**config.mk**
```make
export PLATFORM = sky130hd
export DESIGN_NAME = xfn_unit
export DESIGN_NICKNAME = d
export VERILOG_FILES = /design/src/rtl/xfn_pkg.sv /design/src/rtl/xfn_lut4.sv /design/src/rtl/xfn_array.sv /design/src/rtl/xfn_loader.sv /design/src/rtl/xfn_unit.sv
export SDC_FILE = /design/constraint.sdc
export NUM_CORES = 1
export LEC_CHECK = 0
export BUFFER_PORTS_ARGS = -buffer_cell sky130_fd_sc_hd__buf_4
export CAP_MARGIN = 20
export CELL_PAD_IN_SITES_DETAIL_PLACEMENT = 0
export CELL_PAD_IN_SITES_GLOBAL_PLACEMENT = 1
export CORE_MARGIN = 4
export CORE_UTILIZATION = 40
export DETAILED_ROUTE_END_ITERATION = 10
export HOLD_SLACK_MARGIN = 0.08
export PLACE_DENSITY = 0.64
export SETUP_SLACK_MARGIN = 0.3
export SLEW_MARGIN = 0
export SYNTH_ARGS = -nofsm -noshare
export SYNTH_HDL_FRONTEND = slang
export SYNTH_SLANG_ARGS = --single-unit
```
**constraint.sdc**
```tcl
create_clock -name clk -period 2.91 [get_ports clk]
set_input_delay 0.7275 -clock clk [delete_from_list [all_inputs] [get_ports clk]]
set_output_delay 0.7275 -clock clk [all_outputs]
set_load 0.05 [all_outputs]
```
**src/rtl/xfn_pkg.sv**
```systemverilog
package xfn_pkg;
    typedef enum logic [1:0] {
        LD_EMPTY = 2'd0,
        LD_SHIFT = 2'd1,
        LD_ARMED = 2'd2
    } ld_state_t;
endpackage

```
**src/rtl/xfn_lut4.sv**
```systemverilog
module xfn_lut4 #(
    parameter int K = 4
) (
    input  logic [(1<<K)-1:0] tbl,
    input  logic [K-1:0]      sel,
    output logic              y
);
    always_comb begin
        y = tbl[sel];
    end
endmodule

```
**src/rtl/xfn_array.sv**
```systemverilog
module xfn_array #(
    parameter int DATA_W = 32,
    parameter int TBL_W  = 16
) (
    input  logic [DATA_W*TBL_W-1:0] tables,
    input  logic [DATA_W-1:0]       a,
    input  logic [DATA_W-1:0]       b,
    output logic [DATA_W-1:0]       y
);
    localparam int K = $clog2(TBL_W);

    for (genvar i = 0; i < DATA_W; i++) begin : g_bit
        localparam int NXT = (i + 1) % DATA_W;
        logic [K-1:0] sel;
        assign sel = {b[NXT], b[i], a[NXT], a[i]};
        xfn_lut4 #(.K(K)) u_lut (
            .tbl (tables[i*TBL_W +: TBL_W]),
            .sel (sel),
            .y   (y[i])
        );
    end
endmodule

```
**src/rtl/xfn_loader.sv**
```systemverilog
module xfn_loader
    import xfn_pkg::*;
#(
    parameter int ID_W  = 11,
    parameter int LUTS  = 32,
    parameter int TBL_W = 16
) (
    input  logic                    clk,
    input  logic                    rst_n,
    input  logic                    cfg_en,
    input  logic                    cfg_din,
    input  logic                    cfg_done,
    output logic                    armed,
    output ld_state_t               state_o,
    output logic [ID_W-1:0]         loaded_id,
    output logic [LUTS*TBL_W-1:0]   tables
);
    localparam int CFG_LEN = ID_W + LUTS * TBL_W;
    localparam int CNT_W   = $clog2(CFG_LEN + 2);
    localparam logic [CNT_W-1:0] CNT_FULL = CNT_W'(CFG_LEN);
    localparam logic [CNT_W-1:0] CNT_OVER = CNT_W'(CFG_LEN + 1);

    ld_state_t            state, state_nx;
    logic [CNT_W-1:0]     cnt;
    logic [CFG_LEN-1:0]   shreg;

    // state register
    always_ff @(posedge clk) begin
        if (!rst_n) state <= LD_EMPTY;
        else        state <= state_nx;
    end

    // transitions
    always_comb begin
        state_nx = state;
        unique case (state)
            LD_EMPTY: if (cfg_en) state_nx = LD_SHIFT;
            LD_SHIFT: begin
                if (!cfg_en && cfg_done)
                    state_nx = (cnt == CNT_FULL) ? LD_ARMED : LD_EMPTY;
            end
            LD_ARMED: if (cfg_en) state_nx = LD_SHIFT;
            default:  state_nx = LD_EMPTY;
        endcase
    end

    // bit counter, saturating one past the full length
    always_ff @(posedge clk) begin
        if (!rst_n) begin
            cnt <= '0;
        end else if (cfg_en) begin
            if (state != LD_SHIFT)  cnt <= CNT_W'(1);
            else if (cnt != CNT_OVER) cnt <= cnt + CNT_W'(1);
        end
    end

    // configuration chain
    always_ff @(posedge clk) begin
        if (!rst_n)      shreg <= '0;
        else if (cfg_en) shreg <= {shreg[CFG_LEN-2:0], cfg_din};
    end

    // outputs
    always_comb begin
        armed     = (state == LD_ARMED);
        state_o   = state;
        loaded_id = shreg[CFG_LEN-1 -: ID_W];
        tables    = shreg[LUTS*TBL_W-1:0];
    end

    AST_ARM_NEEDS_FULL: assert property (@(posedge clk) disable iff (!rst_n)
        $rose(armed) |-> $past(cnt) == CNT_FULL);
    AST_SHIFT_DISARMS: assert property (@(posedge clk) disable iff (!rst_n)
        cfg_en |=> !armed);
    AST_TABLES_FROZEN: assert property (@(posedge clk) disable iff (!rst_n)
        (armed && $past(armed)) |-> $stable(shreg));
    AST_IDLE_DONE_IGNORED: assert property (@(posedge clk) disable iff (!rst_n)
        (state == LD_ARMED && !cfg_en && cfg_done) |=> armed);
endmodule

```
**src/rtl/xfn_unit.sv**
```systemverilog
module xfn_unit
    import xfn_pkg::*;
#(
    parameter int DATA_W = 32,
    parameter int ID_W   = 11
) (
    input  logic              clk,
    input  logic              rst_n,
    input  logic              cfg_en,
    input  logic              cfg_din,
    input  logic              cfg_done,
    input  logic              issue_valid,
    input  logic [ID_W-1:0]   issue_id,
    input  logic [DATA_W-1:0] op_a,
    input  logic [DATA_W-1:0] op_b,
    output logic              res_valid,
    output logic [DATA_W-1:0] res_data,
    output logic              fault,
    output logic [ID_W-1:0]   fault_id
);
    localparam int LUT_K = 4;
    localparam int TBL_W = 1 << LUT_K;

    logic                      armed;
    ld_state_t                 ld_state;
    logic [ID_W-1:0]           loaded_id;
    logic [DATA_W*TBL_W-1:0]   tables;
    logic [DATA_W-1:0]         lut_y;
    logic                      hit;

    xfn_loader #(.ID_W(ID_W), .LUTS(DATA_W), .TBL_W(TBL_W)) u_loader (
        .clk       (clk),
        .rst_n     (rst_n),
        .cfg_en    (cfg_en),
        .cfg_din   (cfg_din),
        .cfg_done  (cfg_done),
        .armed     (armed),
        .state_o   (ld_state),
        .loaded_id (loaded_id),
        .tables    (tables)
    );

    xfn_array #(.DATA_W(DATA_W), .TBL_W(TBL_W)) u_array (
        .tables (tables),
        .a      (op_a),
        .b      (op_b),
        .y      (lut_y)
    );

    always_comb begin
        hit       = issue_valid && armed && (issue_id == loaded_id);
        res_valid = hit;
        res_data  = hit ? lut_y : '0;
        fault     = issue_valid && !hit;
        fault_id  = (issue_valid && !hit) ? issue_id : '0;
    end

    AST_NO_RESULT_WHILE_SHIFT: assert property (@(posedge clk) disable iff (!rst_n)
        (ld_state == LD_SHIFT) |-> !res_valid);
    AST_FAULT_EXCLUSIVE: assert property (@(posedge clk) disable iff (!rst_n)
        !(res_valid && fault));
    AST_FAULT_ECHO: assert property (@(posedge clk) disable iff (!rst_n)
        fault |-> (fault_id == issue_id && res_data == '0));
    AST_QUIET_IDLE: assert property (@(posedge clk) disable iff (!rst_n)
        !issue_valid |-> (!res_valid && !fault && fault_id == '0));
endmodule

```
==> metrics.yaml, run 1 <==
end_kind: "output pin"
status: "finished with violations"
vias: 15380
failed_checks: "setup timing"
dieHeight_microns: 250.0
synthFlopType: "dfxtp_1"
top_usage_layer: "met2"
async_flop_share_pct: 0
dpl.cell_count: 2923
cts_tree: "done"
groute.layer.met1.usage_pct: 21.06
met3_usage_pct: 2.637
p_sw_mw: 3.393
hold_end: "u_loader.shreg[0]$_SDFFE_PN0P_"
ff2ff_setup_slack_ns: 1.14
drt.antenna.violating_nets: 0
fmax_ghz: 0.3179
hold_path_class: "input port to flop"
finalCriticalPeriod_ns: 3.146
hpwl_microns: 31490
criticalPathCategory: "flop to output pin"
fin_crit_sh_pct: 108.1
synth_cell_types: 46
gp_congestion: 0.7519
post-route-util_pct: 48.07
grt_overflow_total: 0
std_cell_rows: 88
die_area_sq_mm: 0.06250
hp-start: "cfg_din"
r2r-start: "u_loader.cnt[0]$_SDFFE_PN0P_"
hold_viol_final: 0
drc: 0
synth_edf_count: 0
setup_viol: 45
cts_buffer_depth: 3
pwr-share-clk_pct: 45.5
p_comb_share_pct: 6.5
cp.required_ns: 2.18
min_path_cells: 3
htreeDepth: 2
p_int_mw: 11.87
fin_skew_ns: 0.007874
die_x_microns: 250.0
fin_area_sq_mm: 0.02779
drt-wirelength-per-cell_microns: 15.82
port_buffers: 125
dpl_cell_area_sq_mm: 0.02573
grt_pass1_wl_microns: 80300
p_leak_nw: 11.64
drtIter0Drc: 691
clockRootBuffer: "clkbuf_16"
syn_inst: 2121
max_cap_viol_count: 0
worst_pin_slew_ns: 0.7709
avgSynthCellArea_sq_um: 11.04
ys_ff_latch: 535
path_clk_slew_ns: 0.06
max-vdd-ir-drop_mv: 0.4819
core_sq_mm: 0.05781
startpoint_type: "flop"
grtUsageMet2_pct: 24.37
final_max_slew_viol_count: 0
insertedDiodeCount: 0
io_pins: 126
fin_ws_ns: -0.2358
grt_start_max_net_pins: 106
reg2regPathDepth: 6
relSlewSlack_pct: 48.61
power_density_mw_per_mm2: 549.3
layout.nets: 2309
arrival_ns: 2.42
grt_usage_pct: 15.04
switching_share_pct: 22.23
syn_nets: 2204
yosysWarnings: 0
synth_area_sq_mm: 0.02342
power.total_mw: 15.26
seqPwrFrac_pct: 48.1
cts_buffers: 59
drive_above_1_share_pct: 21.73
grt_pass1_vias: 15450
seq_area_frac_synth_pct: 45.72
clock_latency_ns: 0.59
rsz0062_at_grt: "true"
routed_via_density: 5.086
routed_wl_microns: 47850
antenna_found_initial: 1
worstPathMaxFanout: 11
start_util_pct: 40.52
area_growth_pct: 18.63
dr.pass1.iters: 5
rr_endpoint: "u_loader.cnt[6]$_SDFFE_PN0P_"
final_cells: 3025
numClockSinks: 535
==> power by group through the flow <==
stage	Combinational (mW)	Clock [mW]	Sequential [mW]
floorplan	0.696	0	7.49
global placement	0.991	0	7.49
detailed placement	0.997	0	7.49
CTS	0.999	7.25	7.33
global route	1.06	7.54	7.33
finish	0.987	6.94	7.33
==> cell usage in the layout (no fill, tap or decap), types with 2 or more instances in the layout <==
| cell | Yosys | final |
|---|---|---|
| a2111oi_4 | 0 | 2 |
| a211oi_1 | 32 | 32 |
| a211oi_4 | 0 | 30 |
| a21oi_1 | 9 | 9 |
| and3_1 | 11 | 3 |
| and3_2 | 3 | 2 |
| and3_4 | 0 | 9 |
| buf_12 | 0 | 16 |
| buf_4 | 1 | 163 |
| buf_6 | 4 | 46 |
| buf_8 | 0 | 2 |
| bufinv_16 | 0 | 2 |
| clkbuf_1 | 93 | 19 |
| clkbuf_16 | 0 | 60 |
| clkbuf_8 | 0 | 10 |
| clkinv_2 | 0 | 4 |
| dfxtp_1 | 535 | 530 |
| dfxtp_2 | 0 | 5 |
| ha_1 | 2 | 2 |
| inv_1 | 5 | 4 |
| mux2i_1 | 555 | 555 |
| mux4_2 | 128 | 128 |
| nand2_1 | 12 | 12 |
| nand2b_1 | 3 | 3 |
| nand3_1 | 2 | 2 |
| nand4_1 | 2 | 2 |
| nor2_1 | 527 | 527 |
| nor2b_1 | 31 | 31 |
| nor3_1 | 4 | 4 |
| nor3b_1 | 2 | 2 |
| nor4_1 | 3 | 3 |
| o21ai_0 | 5 | 5 |
| o221a_2 | 2 | 2 |
| or3_1 | 2 | 2 |
| or4_1 | 2 | 2 |
| xor2_1 | 11 | 11 |
==> cell usage after synthesis (all sizes together) (2+ instances only) <==
cell type	n	area, sq um
nor4	3	18.77
inv	6	22.52
nor3b	2	15.01
a211oi	62	615.6
nand3	2	10.01
o221a	2	22.52
mux2i	555	5555
nor2	527	1978
nor2b	31	193.9
or3	2	12.51
xor2	11	96.34
nor3	4	20.02
dfxtp	535	10710
mux4	128	2883
buf	92	488.0
nand2b	3	18.77
and3	14	91.34
ha	2	25.02
nand2	12	45.04
a21oi	9	45.04
a2111oi	2	25.02
o21ai	5	25.02
nand4	3	25.02
clkbuf	93	349.1
or4	2	15.01
==> worst max-delay path by stage <==
stage               depth (start not counted)      endpoint  slack [ns]                        startpoint
finish                                      7  res_data[18]       -0.24  u_loader.shreg[521]$_SDFFE_PN0P_
global route                                7  res_data[18]       -0.36  u_loader.shreg[513]$_SDFFE_PN0P_
CTS                                         7  res_data[18]       -0.26  u_loader.shreg[513]$_SDFFE_PN0P_
detailed placement                          8  res_data[18]       -0.14                       issue_id[7]
global placement                            8  res_data[18]       -0.13                       issue_id[7]
floorplan                                   5  res_data[10]       -0.07                       issue_id[1]
==> repair_timing <==
item	in CTS	in global routing
setup buffers	3	2
hold buffers	0	0
cloned	1	1
endpoints found under the setup margin	45	45
endpoints found under the hold margin	0	0
pin swaps	1	1
gates resized for setup	43	13
==> per-layer routing <==
metal / share of wire [%] / routed length, microns
met1: 48 / 23060
met2: 47 / 22460
met3: 3.0 / 1459
met4: 1.8 / 854
met5: 0.038 / 18
==> cell type report <==
cell class                 instances  area, sq um
fill                            5307        30020
multi-input combinational       1395        12160
sequential                       535        10720
timing repair buffer             229         2145
clock buffer                      88         1685
tap                              765        957.2
clock inverter                     7        88.84
inverter                           6        30.03
==> flip-flops by register name (all words and copies together), names as in the netlist <==
| register | cells |
|---|---|
| u_loader.cnt | 10 |
| u_loader.shreg | 523 |
| u_loader.state_o | 2 |
==> worst max-delay path: stages, from the launching register on <==
cell and delay, ns:
dfxtp_2 0.33, xor2_1 0.15, nor4_1 0.28, buf_4 0.17, nand4_4 0.16, buf_12 0.21, a211oi_4 0.28, buf_6 0.21
==> kinds of logic (layout without fill, tap and decap cells) <==
kind of cell               after synthesis  count (layout)  synth area share, %
AOI/OAI and AO/OA                       87              87                3.371
xor gates and xnor gates                11              11               0.4113
adders and majority gates                2               2               0.1068
buffers and inverters                  191             330                3.670
DFF                                    535             535                45.72
muxes                                  683             683                36.02
and+or+nand+nor                        612             612                10.69
==> stage by stage <==
step	hold WS (ns)	worst slack (ns)	setup TNS [ns]
after floorplan	0.4512	-0.06904	-1.981
after global placement	0.4742	-0.1304	-1.835
after detailed placement	0.4921	-0.1408	-1.868
after CTS	0.3524	-0.2598	-8.765
after global routing	0.4063	-0.3562	-12.48
final	0.4016	-0.2358	-6.247
Power figures use the tool's default switching activity.
==> run 2: changes to the inputs <==
ABC_AREA = 0   (was default)
BUFFER_PORTS_ARGS = default   (was -buffer_cell sky130_fd_sc_hd__buf_4)
DONT_BUFFER_PORTS = 1   (was default)
PLACE_DENSITY = 0.62   (was 0.64)
==> metrics.yaml, run 2 (synthesis results as in run 1) <==
status: "finished with violations"
failed_checks: "slew limit, setup timing"
gp_congestion: 0.7311  # -2.8%
hold_viol_final: 0  # unchanged
routed_via_density: 5.137  # +1.0%
largest_reg_flops: 523  # unchanged
grt_overflow_total: 0  # unchanged
worstPathMaxFanout: 20  # +9
antenna_found_initial: 0  # -1
final_cell_mix: "mux2i_1, dfxtp_1, nor2_1"
finalCriticalPeriod_ns: 3.099  # -0.04680 ns
cts_tree: "done"
grt_start_max_net_pins: 529  # +400%
layout.nets: 2152  # -6.8%
drtIter0Drc: 714  # +3.3%
layout_commonest_cell: "mux2i_1"
insertedDiodeCount: 0  # unchanged
grt_usage_pct: 14.40  # -0.65 points
power_density_mw_per_mm2: 578.6  # +5.3%
core_sq_mm: 0.05781  # unchanged
rsz0062_at_grt: "true"
dieHeight_microns: 250.0  # unchanged
max-vdd-ir-drop_mv: 0.5463  # +13%
path_clk_slew_ns: 0.06  # about the same
cts_buffers: 59  # unchanged
numClockSinks: 535  # unchanged
pre_cts_slack_ns: 0.02900  # +0.1698 ns
grt_pass1_vias: 14780  # -4.4%
fin_ws_ns: -0.1890  # +0.04680 ns
drive_above_1_share_pct: 16.77  # -5.0 points
drt-wirelength-per-cell_microns: 16.02  # +1.3%
io_pins: 126  # unchanged
clock_latency_ns: 0.61  # +0.02 ns
startpoint_type: "flop"
routed_wl_microns: 46170  # -3.5%
clockRootBuffer: "clkbuf_16"
fin_area_sq_mm: 0.02703  # -2.7%
port_buffers: 0  # -100%
top_register: "u_loader.shreg"
post-route-util_pct: 46.76  # -1.3 points
end_kind: "output pin"
final_max_slew_viol_count: 107  # +107
drt.antenna.violating_nets: 0  # unchanged
start_util_pct: 40.52  # unchanged
area_growth_pct: 15.40
std_cell_rows: 88  # unchanged
fin_skew_ns: 0.01761  # +0.009736 ns
dpl_cell_area_sq_mm: 0.02487  # -3.3%
hold_path_class: "input port to flop"
arrival_ns: 2.37  # -0.05 ns
die_x_microns: 250.0  # unchanged
cts_buffer_depth: 3  # unchanged
drc: 0  # unchanged
setup_viol: 45  # unchanged
die_area_sq_mm: 0.06250  # unchanged
grt_pass1_wl_microns: 77140  # -3.9%
vias: 14810  # -3.8%
worst_pin_slew_ns: 1.608  # +0.8369 ns
p_leak_nw: 11.05  # -5.1%
cp.required_ns: 2.18  # about the same
hpwl_microns: 28630  # -9.1%
dr.pass1.iters: 5  # unchanged
htreeDepth: 2  # unchanged
criticalPathCategory: "flop to output pin"
max_cap_viol_count: 0  # unchanged
fmax_ghz: 0.3227  # +1.5%
relSlewSlack_pct: -7.183  # -56 points
fin_crit_sh_pct: 106.5  # -1.6 points
[run 2: critical path: stages, from the launching register on]
cell and delay (ns):
dfxtp_2 0.33, xor2_1 0.15, nor4_1 0.29, buf_4 0.17
nand4_4 0.13, buf_12 0.21, a211oi_4 0.25, buf_12 0.17
[run 2: routing by layer]
| metal | GRT usage (%) | vias to the layer above | part of all wire, % |
|---|---|---|---|
| li1 | - | 7361 | - |
| met1 | 20.02 | 7238 | 48 |
| met2 | 23.00 | 145 | 46 |
| met3 | 2.699 | 62 | 3.4 |
| met4 | 4.264 | 0 | 2.2 |
| met5 | 0 | - | 0 |
[run 2: area by class of cell]
class                      instances  area [sq um]
fill                            5333         30770
multi-input combinational       1395         12170
sequential                       535         10720
clock buffer                      87          1773
timing repair buffer              72          1077
tap                              765         957.2
clock inverter                    22         306.5
inverter                           6         30.03
[run 2: report_power, final]
part | internal, mW | switching (mW) | leakage [nW] | total (mW)
clock network | 4.82 | 2.98 | 1.03 | 7.80
logic | 0.309 | 0.195 | 5.71 | 0.504
registers | 7.33 | 0.00432 | 4.31 | 7.33
[run 2: path summary, 6_finish.rpt]
check,slack (ns),cells after the start,start,to
setup / recovery,-0.19,7,u_loader.shreg[513]$_SDFFE_PN0P_,res_data[17]
hold / removal,0.26,1,rst_n,u_loader.cnt[8]$_SDFFE_PN0P_
setup reg to reg,1.12,6,u_loader.cnt[0]$_SDFFE_PN0P_,u_loader.cnt[6]$_SDFFE_PN0P_
hold reg to reg,0.49,2,u_loader.cnt[9]$_SDFFE_PN0P_,u_loader.cnt[9]$_SDFFE_PN0P_
[run 2: metrics by stage]
step / cells / total power [mW] / hold WS, ns / TNS (ns)
2_1_floorplan: 2121 / 8.189 / 0.4512 / -1.981
3_3_place_gp: 2768 / 7.979 / 0.4777 / 0
3_5_place_dp: 2768 / 7.979 / 0.4846 / 0
4_1_cts: 2882 / 15.92 / 0.2000 / -8.254
5_1_grt: 2882 / 16.21 / 0.2170 / -10.34
6_report: 2882 / 15.64 / 0.2586 / -5.814
[run 2: timing repair]
action / 4_1_cts / 5_1_grt
hold buffers: 0 / 0
buffers inserted: 4 / 0
resized for setup: 8 / 1
pin swaps: 6 / 1
cloned: 1 / 0
setup endpoints to repair: 45 / 45
==> run 3: changes to the inputs <==
CORE_ASPECT_RATIO = 0.5   (was default)
==> metrics.yaml, run 3 (synthesis results as in run 1) <==
status: "finished with violations"
failed_checks: "slew limit, setup timing"
hold_viol_final: 0  # unchanged
fin_skew_ns: 0.01424  # -0.003365 ns
cp.buffers_inverters: 0  # -3
final_cells: 2873  # -0.31%
hold_path_class: "input port to flop"
grt_overflow_total: 0  # unchanged
grt_pass1_vias: 14450  # -2.2%
core_sq_mm: 0.05764  # -0.29%
max-vdd-ir-drop_mv: 0.4274  # -22%
fin_crit_sh_pct: 123.8  # +17 points
die_area_sq_mm: 0.06273  # +0.38%
criticalPathCategory: "input port to flop"
die_x_microns: 350.2  # +40%
drtIter0Drc: 742  # +3.9%
rsz0062_at_grt: "true"
post-route-util_pct: 46.60  # -0.16 points
hpwl_microns: 27880  # -2.6%
drive_above_1_share_pct: 16.53  # -0.24 points
dpl.cell_count: 2773  # +0.18%
antenna_found_initial: 0  # unchanged
numClockSinks: 535  # unchanged
final_cell_mix: "mux2i_1, dfxtp_1, nor2_1"
dr.pass1.iters: 5  # unchanged
routed_wl_microns: 46300  # +0.29%
routed_via_density: 5.120  # -0.34%
wl_met2_microns: 21280  # -0.58%
insertedDiodeCount: 0  # unchanged
grt_usage_pct: 14.47  # +0.073 points
io_pins: 126  # unchanged
power_density_mw_per_mm2: 548.2  # -5.3%
layout.nets: 2153  # +0.046%
drt.antenna.violating_nets: 0  # unchanged
path_cells: "mux2i_1 -> nor2_1"
fin_ws_ns: -0.6921  # -0.5031 ns
layout_commonest_cell: "mux2i_1"
cp_slowest_stage_delay_ns: 1.11  # +0.78 ns
top_layer: "met4"
cts_buffers: 51  # -14%
wl_met1_microns: 22750  # +2.6%
area_growth_pct: 14.67
cts_tree: "done"
worstPathMaxFanout: 528  # +2500%
cts_buffer_depth: 3  # unchanged
grt_pass1_wl_microns: 76380  # -0.98%
std_cell_rows: 62  # -30%
gp_congestion: 0.6875  # -6.0%
cts_hold_buf: 0  # unchanged
path_clk_slew_ns: 0.06  # about the same
drt-wirelength-per-cell_microns: 16.12  # +0.61%
fillers: 5330  # -0.056%
max_cap_viol_count: 0  # unchanged
worst_pin_slew_ns: 4.539  # +2.932 ns
p_leak_nw: 10.95  # -0.88%
htreeDepth: 2  # unchanged
final_max_slew_viol_count: 353  # +230%
top_register: "u_loader.shreg"
end_kind: "flop"
relSlewSlack_pct: -202.6  # -200 points
slowest_stage: "mux2i_1"
clockRootBuffer: "clkbuf_16"
start_util_pct: 40.64  # +0.12 points
largest_reg_flops: 523  # unchanged
clock_latency_ns: 0.57  # -0.04 ns
setup_viol: 258  # +470%
grt_start_max_net_pins: 529  # unchanged
fmax_ghz: 0.2776  # -14%
wl_met3_microns: 1577  # -0.82%
dieHeight_microns: 179.1  # -28%
crit_family: "multiplexers"
arrival_ns: 4.04  # +1.67 ns
startpoint_type: "input port"
vias: 14710  # -0.66%
port_buffers: 0  # unchanged
finalCriticalPeriod_ns: 3.602  # +0.5031 ns
cp.required_ns: 3.35  # +1.17 ns
drc: 0  # unchanged
## run 3: changes by cell type in the layout (fill, tap and decap cells not counted), sizes merged
cell	delta
clkinv	-8
bufinv	-4
inv	-1
buf	+9
clkbuf	-8
## run 3: area by class of cell
type,instances,area (sq um),area share (%)
sequential,535,10720,39.91
tap,768,960.9,3.577
clock inverter,9,122.6,0.4565
timing repair buffer,81,1264,4.705
inverter,6,32.53,0.1211
multi-input combinational,1395,12180,45.34
clock buffer,79,1584,5.897
## run 3: final timing paths
path	from	to	slack [ns]	cells after the start
max	cfg_en	u_loader.shreg[419]$_SDFFE_PN0P_	-0.69	2
min reg2reg	u_loader.cnt[9]$_SDFFE_PN0P_	u_loader.cnt[9]$_SDFFE_PN0P_	0.50	2
min	rst_n	u_loader.cnt[8]$_SDFFE_PN0P_	0.28	1
max reg2reg	u_loader.cnt[0]$_SDFFE_PN0P_	u_loader.cnt[7]$_SDFFE_PN0P_	1.13	6
## run 3: what timing repair did
action                                  in CTS  in global routing
gates resized for setup                     20                  9
pin swaps                                   12                  7
endpoints found under the setup margin      45                 45
endpoints found under the hold margin        0                  0
buffers inserted                             5                  3
cloned                                       4                  0
## run 3: where the power goes
group          switching (mW)  internal, mW
combinational           0.196         0.389
sequential            0.00415          7.32
clock                    2.83          3.98
## run 3: routing by layer
layer,track usage [%],vias up
li1,-,7326
met1,20.36,7191
met2,23.22,136
met3,2.932,56
met4,2.964,0
met5,0,-
## run 3: metrics by stage
stage	instance area (sq um)	worst slack [ns]	hold WS, ns	setup TNS, ns	total power, mW
after floorplan	23720	-0.06904	0.4512	-1.981	8.189
after global placement	24890	-0.1585	0.4814	-3.564	7.983
after detailed placement	24890	-0.1418	0.4908	-2.874	7.982
after CTS	26810	-0.2871	0.2325	-9.144	14.92
after global routing	26860	-0.2979	0.2349	-9.859	15.27
final	26860	-0.6921	0.2801	-104.25	14.72
